$ cat src/rtl/uovl_pkg.sv
package uovl_pkg;
  localparam int unsigned DATA_W    = 8;
  localparam int unsigned OFF_W     = 3;
  localparam logic [2:0]  STATUS_OFF = 3'd7;
endpackage

$ cat src/rtl/uovl_decode.sv
module uovl_decode #(
  parameter int unsigned ADDR_W = 10,
  parameter int unsigned NCH    = 2,
  localparam int unsigned CH_W    = $clog2(NCH),
  localparam int unsigned WIN_LSB = CH_W + uovl_pkg::OFF_W
) (
  input  logic [ADDR_W-1:0]         addr,
  input  logic [ADDR_W-WIN_LSB-1:0] base_sel,
  output logic                      hit,
  output logic [CH_W-1:0]           ch,
  output logic [uovl_pkg::OFF_W-1:0] off
);
  assign hit = (addr[ADDR_W-1:WIN_LSB] == base_sel);
  assign ch  = addr[WIN_LSB-1:uovl_pkg::OFF_W];
  assign off = addr[uovl_pkg::OFF_W-1:0];
endmodule

$ cat src/rtl/uovl_status.sv
module uovl_status #(
  parameter int unsigned NCH = 2
) (
  input  logic [NCH-1:0]              irq,
  output logic [uovl_pkg::DATA_W-1:0] status
);
  for (genvar i = 0; i < uovl_pkg::DATA_W; i++) begin : g_bit
    if (i < NCH) begin : g_live
      assign status[i] = irq[i];
    end else begin : g_zero
      assign status[i] = 1'b0;
    end
  end
endmodule

$ cat src/rtl/uovl_cfg.sv
module uovl_cfg (
  input  logic clk,
  input  logic rst,
  input  logic cfg_we,
  input  logic cfg_ovl_en,
  output logic ovl_en
);
  always_ff @(posedge clk) begin
    if (rst)         ovl_en <= 1'b1;
    else if (cfg_we) ovl_en <= cfg_ovl_en;
  end

  // the switch loads on a configuration strobe
  a_r7_cfg_load: assert property (@(posedge clk) disable iff (rst)
    cfg_we |=> (ovl_en == $past(cfg_ovl_en)));
  // without a strobe the switch keeps its value
  a_r7_cfg_hold: assert property (@(posedge clk) disable iff (rst)
    !cfg_we |=> $stable(ovl_en));
endmodule

$ cat src/rtl/uovl_rdmux.sv
module uovl_rdmux #(
  parameter int unsigned NCH = 2,
  localparam int unsigned DW = uovl_pkg::DATA_W
) (
  input  logic          rd_hit,
  input  logic          ovl_hit,
  input  logic [NCH-1:0] ch_sel,
  input  logic [DW-1:0] status,
  input  logic [DW*NCH-1:0] uart_rdata,
  output logic [DW-1:0] rdata
);
  logic [DW-1:0] part [NCH];

  for (genvar c = 0; c < NCH; c++) begin : g_ch
    assign part[c] = ch_sel[c] ? uart_rdata[c*DW +: DW] : '0;
  end

  always_comb begin
    rdata = '0;
    if (rd_hit) begin
      if (ovl_hit) begin
        rdata = status;
      end else begin
        for (int c = 0; c < NCH; c++) rdata = rdata | part[c];
      end
    end
  end
endmodule

$ cat src/rtl/uart_irq_overlay.sv
module uart_irq_overlay #(
  parameter int unsigned ADDR_W = 10,
  parameter int unsigned NCH    = 2,
  localparam int unsigned CH_W    = $clog2(NCH),
  localparam int unsigned WIN_LSB = CH_W + uovl_pkg::OFF_W,
  localparam int unsigned DW      = uovl_pkg::DATA_W
) (
  input  logic                      clk,
  input  logic                      rst,
  input  logic                      cfg_we,
  input  logic                      cfg_ovl_en,
  input  logic [ADDR_W-WIN_LSB-1:0] base_sel,
  input  logic [ADDR_W-1:0]         addr,
  input  logic                      rd,
  input  logic                      wr,
  input  logic [NCH-1:0]            irq,
  input  logic [DW*NCH-1:0]         uart_rdata,
  output logic [NCH-1:0]            cs,
  output logic [uovl_pkg::OFF_W-1:0] reg_off,
  output logic [DW-1:0]             rdata
);
  logic                       hit;
  logic [CH_W-1:0]            ch;
  logic [uovl_pkg::OFF_W-1:0] off;
  logic                       ovl_en;
  logic                       ovl_hit;
  logic [DW-1:0]              status;
  logic                       strobe;

  uovl_decode #(.ADDR_W(ADDR_W), .NCH(NCH)) u_dec (
    .addr(addr), .base_sel(base_sel), .hit(hit), .ch(ch), .off(off));

  uovl_cfg u_cfg (
    .clk(clk), .rst(rst), .cfg_we(cfg_we), .cfg_ovl_en(cfg_ovl_en),
    .ovl_en(ovl_en));

  uovl_status #(.NCH(NCH)) u_stat (.irq(irq), .status(status));

  assign strobe  = rd | wr;
  assign ovl_hit = hit & ovl_en & (off == uovl_pkg::STATUS_OFF);
  assign reg_off = hit ? off : '0;

  for (genvar c = 0; c < NCH; c++) begin : g_cs
    assign cs[c] = hit & strobe & ~ovl_hit & (ch == CH_W'(c));
  end

  uovl_rdmux #(.NCH(NCH)) u_mux (
    .rd_hit(rd & hit), .ovl_hit(ovl_hit), .ch_sel(cs), .status(status),
    .uart_rdata(uart_rdata), .rdata(rdata));

  // at most one channel is selected at a time
  a_r1_one_select: assert property (@(posedge clk) disable iff (rst)
    $onehot0(cs));
  // a select carries the address offset
  a_r1_offset: assert property (@(posedge clk) disable iff (rst)
    (cs != '0) |-> (reg_off == addr[uovl_pkg::OFF_W-1:0]));
  // outside the window the block is silent
  a_r2_outside: assert property (@(posedge clk) disable iff (rst)
    (addr[ADDR_W-1:WIN_LSB] != base_sel) |-> (cs == '0 && rdata == '0));
  // overlaid read returns the pending flags
  a_r3_status: assert property (@(posedge clk) disable iff (rst)
    (rd && ovl_en && addr[ADDR_W-1:WIN_LSB] == base_sel &&
     addr[uovl_pkg::OFF_W-1:0] == uovl_pkg::STATUS_OFF)
    |-> (cs == '0 && rdata == DW'(irq)));
  // overlaid writes never reach a UART
  a_r5_write_block: assert property (@(posedge clk) disable iff (rst)
    (wr && ovl_en && addr[uovl_pkg::OFF_W-1:0] == uovl_pkg::STATUS_OFF)
    |-> (cs == '0));
  // selects and data need a strobe
  a_r8_need_strobe: assert property (@(posedge clk) disable iff (rst)
    !(rd || wr) |-> (cs == '0 && rdata == '0));
endmodule

$ cat config.mk
export PLATFORM = sky130hd
export DESIGN_NAME = uart_irq_overlay
export DESIGN_NICKNAME = d
export VERILOG_FILES = /design/src/rtl/uovl_pkg.sv /design/src/rtl/uovl_decode.sv /design/src/rtl/uovl_status.sv /design/src/rtl/uovl_cfg.sv /design/src/rtl/uovl_rdmux.sv /design/src/rtl/uart_irq_overlay.sv
export SDC_FILE = /design/constraint.sdc
export NUM_CORES = 1
export LEC_CHECK = 0
export ABC_AREA = 1
export ABC_CLOCK_PERIOD_IN_PS = 2900
export BUFFER_PORTS_ARGS = -buffer_cell sky130_fd_sc_hd__buf_2
export CAP_MARGIN = 30
export CORE_MARGIN = 4
export CORE_UTILIZATION = 35
export DETAILED_ROUTE_END_ITERATION = 7
export GPL_ROUTABILITY_DRIVEN = 1
export PLACE_DENSITY = 0.81
export SETUP_SLACK_MARGIN = 0.3
export SLEW_MARGIN = 15
export SYNTH_ARGS = -nofsm -noshare
export SYNTH_HDL_FRONTEND = slang
export SYNTH_SLANG_ARGS = --single-unit
$ cat constraint.sdc
create_clock -name clk -period 2.9 [get_ports clk]
set_input_delay 0.145 -clock clk [delete_from_list [all_inputs] [get_ports clk]]
set_output_delay 0.145 -clock clk [all_outputs]
set_load 0.02 [all_outputs]
Word level (Yosys, flattened, before mapping)
Index checks and enable logic that the tools add are counted.
{"block": "totals", "register_bits": 1, "output_inout_bits": 13, "inputBits": 40, "wordCells": 19}
{"block": "op_classes", "n_eq_ne": 2, "bitwise": 11, "muxes": 5}
{"op": "2-to-1 mux 8 bit", "count": 4}
{"op": "bitwise OR 8 bit", "count": 1}
{"op": "bitwise AND 1 bit", "count": 7}
{"op": "== test 6 bit", "count": 1}
{"op": "== test 3 bit (second input constant)", "count": 1}
{"op": "2-to-1 mux 3 bit", "count": 1}
{"op": "NOT 1 bit", "count": 2}
{"op": "bitwise OR 1 bit", "count": 1}

Longest topological paths before layout
Gate-level depths: netlist of the first run.
{"block": "logic_depth", "ltp_word": 10, "mapped_depth": 11, "depth_no_buf": 11}

By module
From an unflattened synthesis of the first run, not the netlist that was laid out.
{"block": "unflattened", "hier_cells": 125, "hier_area_um2": 578.1}
{"module": "uovl_rdmux", "cells_each": 60, "n_inst": 1, "area_per_inst_um2": 252.7}
{"module": "uovl_decode", "cells_each": 32, "n_inst": 1, "area_per_inst_um2": 143.9}
{"module": "uart_irq_overlay", "cells_each": 18, "n_inst": 1, "area_per_inst_um2": 70.1}
{"module": "uovl_status", "cells_each": 9, "n_inst": 1, "area_per_inst_um2": 63.8}
{"module": "uovl_cfg", "cells_each": 6, "n_inst": 1, "area_per_inst_um2": 47.5}

Least setup slack after synthesis of the first run
No wires, ideal clock.
{"block": "synth_timing", "path_type": "input -> output", "start": "in addr[5]", "end": "out rdata[2]", "n_path_buf": 0, "arrival_ns": 1.293, "path_slack_ns": 1.462, "stages": 10, "path_cell_list": "inv_1 -> nand2_1 -> nand2_2 -> nor2_4 -> nand3_4 -> nor2_8 -> nand2_4 -> nor2_8 -> nand2_1 -> a21oi_1"}
{"block": "synth_via", "elab_chain_cells": 10, "word_cells_on_any_way": 14}
{"element": "from (decl)", "line_no": "uart_irq_overlay.sv:13", "rtl": "input logic [ADDR_W-1:0] addr,"}
{"element": "== test 6 bit *", "line_no": "uovl_decode.sv:13", "rtl": "assign hit = (addr[ADDR_W-1:WIN_LSB] == base_sel);"}
{"element": "bitwise AND 1 bit (2 in a row)", "line_no": "uart_irq_overlay.sv:40", "rtl": "assign ovl_hit = hit & ovl_en & (off == uovl_pkg::STATUS_OFF);"}
{"element": "NOT 1 bit", "line_no": "uart_irq_overlay.sv:44", "rtl": "assign cs[c] = hit & strobe & ~ovl_hit & (ch == CH_W'(c));"}
{"element": "bitwise AND 1 bit * (2 in a row)", "line_no": "uart_irq_overlay.sv:44"}
{"element": "net cs[0]", "line_no": "uart_irq_overlay.sv:18", "rtl": "output logic [NCH-1:0] cs,"}
{"element": "2-to-1 mux 8 bit *", "line_no": "uovl_rdmux.sv:15", "rtl": "assign part[c] = ch_sel[c] ? uart_rdata[c*DW +: DW] : '0;"}
{"element": "bitwise OR 8 bit *", "line_no": "uovl_rdmux.sv:24", "rtl": "for (int c = 0; c < NCH; c++) rdata = rdata | part[c];"}
{"element": "2-to-1 mux 8 bit *", "line_no": "uovl_rdmux.sv:21", "rtl": "if (ovl_hit) begin"}
{"element": "2-to-1 mux 8 bit *", "line_no": "uovl_rdmux.sv:20", "rtl": "if (rd_hit) begin"}
{"element": "to (decl)", "line_no": "uart_irq_overlay.sv:20", "rtl": "output logic [DW-1:0] rdata"}
Mark *: on every way through the listed nets, which the timed path passes. The rest lies on a longest branch.

Final worst setup path of the first run
{"block": "layout_timing", "start": "in addr[6]", "end": "out rdata[7]"}
{"block": "layout_via", "elab_chain_cells": 10, "word_cells_on_any_way": 14}
{"element": "== test 6 bit *", "line_no": "uovl_decode.sv:13"}
{"element": "bitwise AND 1 bit (2 in a row)", "line_no": "uart_irq_overlay.sv:40"}
{"element": "NOT 1 bit", "line_no": "uart_irq_overlay.sv:44"}
{"element": "bitwise AND 1 bit (2 in a row)", "line_no": "uart_irq_overlay.sv:44"}
{"element": "2-to-1 mux 8 bit", "line_no": "uovl_rdmux.sv:15"}
{"element": "bitwise OR 8 bit", "line_no": "uovl_rdmux.sv:24"}
{"element": "2-to-1 mux 8 bit", "line_no": "uovl_rdmux.sv:21"}
{"element": "2-to-1 mux 8 bit *", "line_no": "uovl_rdmux.sv:20"}
Every way passes the cells marked *; elsewhere a longest branch is shown, timed or not.

==> impl_metrics.csv, run 1 <==
group,metric,value,unit
final_layout,regArea,20.0,sq um
outcome,status,"complete, no violations",
min_path,whs_path_depth,3,
global_route,grt_overflow,0,
synthesis,ys_seq_elements,1,
sta,setup_violations,0,
synthesis,synth-seq-area-share,4.00,%
power_and_ir_drop,power,80.4,uW
synthesis,synth_area_leaders,"nand2_1 (17%), inv_1 (14%), nand4_1 (11%), a21oi_1 (9.0%), nor2_8 (8.0%)",
floorplanning,core,1320,sq um
synthesis,synth_top_area_share,16.5,%
setup_path,cpPeakStageDelay,0.19,ns
setup_path,r2r-end,"u_cfg.ovl_en$_SDFFE_PP1P_",
sta,worstMarginPinSlew,0.337,ns
final_layout,largest_registers,"u_cfg.ovl_en: 1 flops",
min_path,hold_path_startpoint,"rst",
clock_network,ctsResizeCount,0,
sta,min_period,1.63,ns
final_layout,syn2layout_area_growth,49.0,%
sta,fin_tns_setup,0,ns
setup_path,critical_path_peak_fanout,12,
setup_path,endpoint_kind,"output port",
route,detail-route-antenna-nets,0,
sta,period_share,56.1,%
global_route,met1_usage,18.2,%
sta,max_freq,614,MHz
synthesis,yosys_most_used_dff,"dfxtp_1",
synthesis,synth_top_area_cell,"nand2_1",
synthesis,syn_area_per_cell,5.69,sq um
global_route,grt_start_max_net_pins,13,
setup_path,critPathArrivalTime,1.48,ns
route,avgRoutedWirePerCell,9.95,microns
setup_path,crit_chain,"buf_2, nand2_1, inv_1, nor2_1, nor2_4, nand2_1, nor2_1, nand3_2, nand2_4, nor2_8, nand2_1, a21oi_1, buf_2",
setup_path,critical_path.most_common_cell,"nand2_1",
final_layout,largest_reg_flops,1,
clock_network,post_cts_buffers,0,
route,viasPerCell,4.76,
sta,rsz0062_at_grt,"false",
clock_network,clock_latency,0,ns
final_layout,final_nets,179,
setup_path,reg2reg_slack,2.32,ns
floorplanning,die_x,45.8,microns
setup_path,critical_path_class,"in -> out",
sta,relSlewSlack,77.5,%
floorplanning,ios,53,
sta,finClkSkew,0,ns
setup_path,slowest_stage,"nand3_2",
setup_path,start_kind,"input pin",
floorplanning,fp.dieArea,2100,sq um
sta,hold_violations,0,
final_layout,n_fill_cell,149,
global_route,grt_pass1_vias,621,
job,maxCapViolations,0,
power_and_ir_drop,total_leakage_power,0.000462,uW
power_and_ir_drop,cellPowerDensity,108,nW/um^2
synthesis,synth_edf_count,0,
place,dp_hpwl,1360,microns
clock_network,hold_buffers,0,
setup_path,cp_top_family,"simple AND/OR/NAND/NOR gates",
global_route,antenna_found_initial,0,
global_route,grt_use_met2,26.2,%
route,drc_errors,0,
floorplanning,die_height,45.8,microns
synthesis,synthesis.nets,128,
synthesis,async_flop_share,0,%
final_layout,regMostFlops,"u_cfg.ovl_en",
min_path,worst_hold_path.endpoint,"u_cfg.ovl_en$_SDFFE_PP1P_",
clock_network,path_clk_slew,0,ns
route,wirelength,1510,microns
floorplanning,rows,13,
global_route,grt_pass1_wl,2370,microns
synthesis,synth.most_common_cell,"nand2_1",
final_layout,antenna_cells,0,
synthesis,synth_common_cells,"nand2_1 (22), inv_1 (19), a21oi_1 (9), nand4_1 (9), nor2_1 (9)",
synthesis,syn_inst,88,
power_and_ir_drop,ir_worst_vdd,0.0682,mV
global_route,grt_usage,14.0,%
setup_path,r2r_cells,2,
final_layout,multi_input_area,375,sq um
setup_path,critPathBufInv,3,
sta,setup_slack,1.27,ns
setup_path,cp.required,2.76,ns
sta,finalMaxSlewViolations,0,
place,routabilityCongestion,0.705,
floorplanning,initial_core_util,38.0,%
synthesis,synth_warnings,0,
route,num_vias,724,
synthesis,ys_types,17,
final_layout,fin_util,56.6,%
route,initialDrtViolationCount,16,
setup_path,r2r_start,"u_cfg.ovl_en$_SDFFE_PP1P_",
min_path,hp-class,"in -> reg",
place,io_buffer_count,52,
final_layout,drive_gt1_share,45.3,%
synthesis,syn-cell-area,500,sq um
global_route,use_met3,1.19,%
place,post-place-ws,1.27,ns
route,firstDrtPassIters,4,
global_route,busiest_layer,"met2",
sta,hold_ws,0.360,ns
-- per-layer routing --
layer	routed length (microns)	vias up
met4	0	0
li1	-	386
met3	162	0
met1	585	309
met2	766	29
met5	0	-
-- stage by stage --
stage / cells / cell area [sq um]
global placement: 152 / 746
global route: 152 / 746
detailed placement: 152 / 746
CTS: 152 / 746
floorplan: 88 / 500
finish: 152 / 746
-- cells in the final DEF, fill, tap and decap left out --
cell	netlist	layout
buf_2	0	52
nand3_4	1	1
a31oi_1	2	2
nand3_2	1	1
dfxtp_1	1	1
nand3_1	1	1
nor2_4	3	3
o21ai_0	1	1
nor2_8	2	2
inv_1	19	19
nor2_1	9	9
nand2_1	22	22
a21oi_1	9	9
o21ai_1	2	2
nand4_1	9	9
nand2_4	1	1
nand2_2	2	2
-- final cells by class --
| cell class | count | area share, % |
|---|---|---|
| Multi-Input combinational cell | 65 | 50.3 |
| Timing Repair Buffer | 52 | 34.9 |
| Sequential cell | 1 | 2.68 |
| Tap cell | 15 | 2.52 |
| Inverter | 19 | 9.56 |
-- cell families after synthesis --
| logic type | after synthesis | share of synthesized area, % |
|---|---|---|
| compound gates | 14 | 14.5 |
| buf+inv | 22 | 21.0 |
| flops | 1 | 4.00 |
| simple gates | 51 | 60.5 |
-- worst min-delay path, stage by stage --
cell and delay [ns]:
buf_2 0.08, a21oi_1 0.03, o21ai_0 0.06
-- worst max path at each step --
stage / end / from / cells after the start
after floorplan: rdata[2] / addr[5] / 10
after global placement: rdata[2] / addr[6] / 13
after detailed placement: rdata[7] / addr[6] / 13
after CTS: rdata[7] / addr[6] / 13
after global routing: rdata[7] / addr[6] / 13
final: rdata[7] / addr[6] / 13
-- power breakdown --
group          total [uW]  switching (uW)  internal (uW)
sequential           15.5           0.475           15.0
clock                   0               0              0
combinational        64.9            34.8           30.1
total                80.4            35.3           45.1
Note: power is estimated with default switching activity, not from simulation.
==> run 2: changes to the inputs <==
ABC_CLOCK_PERIOD_IN_PS = 1530   (was 2900)
CORE_UTILIZATION = 34   (was 35)
PLACE_DENSITY = 0.79   (was 0.81)
clock period = 1.53 ns   (was 2.9 ns; I/O delays follow)
==> impl_metrics.csv, run 2 (synthesis results as in run 1) <==
group,metric,value,unit
outcome,status,"complete, no violations",
route,drc_errors,0,
route,detail-route-antenna-nets,0,
sta,relSlewSlack,77.7,%
sta,hold_violations,0,
final_layout,mostFrequentLayoutCell,"buf_2",
final_layout,regArea,20.0,sq um
power_and_ir_drop,power,212,uW
route,wirelength,2270,microns
min_path,hp-class,"in -> reg",
final_layout,layout_common_cells,"buf_2 (31), nand2_2 (16), inv_1 (15), buf_4 (15), buf_6 (13)",
setup_path,endpoint_kind,"output port",
sta,fin_tns_setup,0,ns
sta,finClkSkew,0,ns
sta,worstMarginPinSlew,0.333,ns
job,maxCapViolations,0,
setup_path,critical_path_peak_fanout,7,
floorplanning,die_x,46.4,microns
sta,max_freq,699,MHz
setup_path,r2r_start,"u_cfg.ovl_en$_SDFFE_PP1P_",
place,post-place-ws,0.0412,ns
floorplanning,ios,53,
setup_path,r2r_cells,2,
place,io_buffer_count,52,
sta,rsz0062_at_grt,"true",
sta,finalMaxSlewViolations,0,
global_route,grt_usage,19.4,%
floorplanning,core,1350,sq um
place,dp_hpwl,1360,microns
setup_path,cp_top_family,"simple AND/OR/NAND/NOR gates",
min_path,hold_path_startpoint,"rst",
min_path,whs_path_depth,3,
setup_path,cpPeakStageDelay,0.16,ns
global_route,grt_overflow,0,
clock_network,path_clk_slew,0,ns
clock_network,clock_latency,0,ns
setup_path,start_kind,"input pin",
power_and_ir_drop,total_leakage_power,0.000539,uW
final_layout,fin_util,76.3,%
route,initialDrtViolationCount,14,
route,num_vias,837,
final_layout,largest_registers,"u_cfg.ovl_en: 1 flops",
final_layout,regMostFlops,"u_cfg.ovl_en",
power_and_ir_drop,cellPowerDensity,206,nW/um^2
final_layout,syn2layout_area_growth,106,%
global_route,grt_pass1_vias,766,
sta,period_share,93.5,%
final_layout,antenna_cells,0,
final_layout,multi_input_area,465,sq um
setup_path,crit_chain,"buf_6, nor2_4, nor2_2, nor2_4, nand3_4, nor2_8, nand2_4, nor2_8, nand2_1, a21oi_2, buf_4",
setup_path,critPathBufInv,2,
global_route,grt_start_max_net_pins,11,
setup_path,critPathArrivalTime,1.35,ns
sta,setup_slack,0.100,ns
min_path,worst_hold_path.endpoint,"u_cfg.ovl_en$_SDFFE_PP1P_",
place,routabilityCongestion,0.726,
route,firstDrtPassIters,4,
global_route,grt_pass1_wl,3130,microns
setup_path,reg2reg_slack,0.94,ns
final_layout,n_fill_cell,99,
floorplanning,initial_core_util,37.1,%
setup_path,slowest_stage,"nor2_4",
final_layout,final_nets,188,
setup_path,cp.required,1.45,ns
final_layout,largest_reg_flops,1,
sta,min_period,1.43,ns
floorplanning,fp.dieArea,2150,sq um
route,avgRoutedWirePerCell,14.1,microns
setup_path,r2r-end,"u_cfg.ovl_en$_SDFFE_PP1P_",
power_and_ir_drop,ir_worst_vdd,0.168,mV
global_route,antenna_found_initial,0,
final_layout,drive_gt1_share,68.5,%
route,viasPerCell,5.20,
sta,setup_violations,0,
setup_path,critical_path_class,"in -> out",
floorplanning,rows,13,
floorplanning,die_height,46.4,microns
==> run 2: cell types whose count changed in the layout (fill, tap and decap cells not counted), moves of 2 or more <==
cell     before  now
nand2_1      22    8
buf_4         0   15
nand2_2       2   16
a21oi_1       9    1
buf_6         0   13
inv_1        19   15
buf_2        52   31
nor2_4        3    5
nor2_1        9    6
buf_12        0    2
inv_2         0    4
a21oi_2       0    8
==> run 2: how the worst max path moves through the flow <==
stage                            from  endpoint  slack [ns]  depth (start not counted)
final                     base_sel[2]  rdata[3]        0.10                         11
after global routing      base_sel[2]  rdata[6]       0.006                         11
after CTS                 base_sel[1]  rdata[3]        0.15                         12
after detailed placement      addr[5]  rdata[3]        0.04                         11
after global placement        addr[7]  rdata[6]        0.11                         11
after floorplan               addr[5]  rdata[2]        0.31                         10
==> run 2: metrics by stage <==
stage / hold WS, ns / cells / area (sq um)
3_3_place_gp: 0.267 / 153 / 783
2_1_floorplan: 0.176 / 88 / 531
4_1_cts: 0.272 / 160 / 1010
3_5_place_dp: 0.274 / 153 / 783
6_report: 0.270 / 161 / 1030
5_1_grt: 0.282 / 161 / 1030
==> run 2: worst min-delay path: stages <==
cell     delay, ns
buf_2         0.07
a21oi_1       0.03
o21ai_0       0.05
==> run 2: cell type report <==
class	count	area share [%]
repair buffers	61	44.1
inverters	19	6.93
well taps	15	1.82
multi-input cells	65	45.2
flip-flops and latches	1	1.94
==> run 2: per-layer routing <==
metal / share of wire [%] / global-route usage [%] / vias to the layer above
met5: 0 / 0 / -
met4: 2.5 / 6.25 / 0
met3: 7.4 / 2.73 / 6
met2: 55 / 39.6 / 34
met1: 35 / 19.1 / 396
li1: - / - / 401
==> run 2: timing repair <==
action                     CTS  global route
gates resized for setup     43             3
cloned                       0             0
hold endpoints to repair     0             0
hold buffers                 0             0
buffers inserted             7             1
setup endpoints to repair   10            10
pin swaps                   14             5
==> run 2: where the power goes <==
group / internal, uW / total (uW) / switching [uW]
Sequential: 28.5 / 29.7 / 1.27
Clock: 0 / 0 / 0
Combinational: 91.9 / 182 / 90.3
Total: 120 / 212 / 91.6
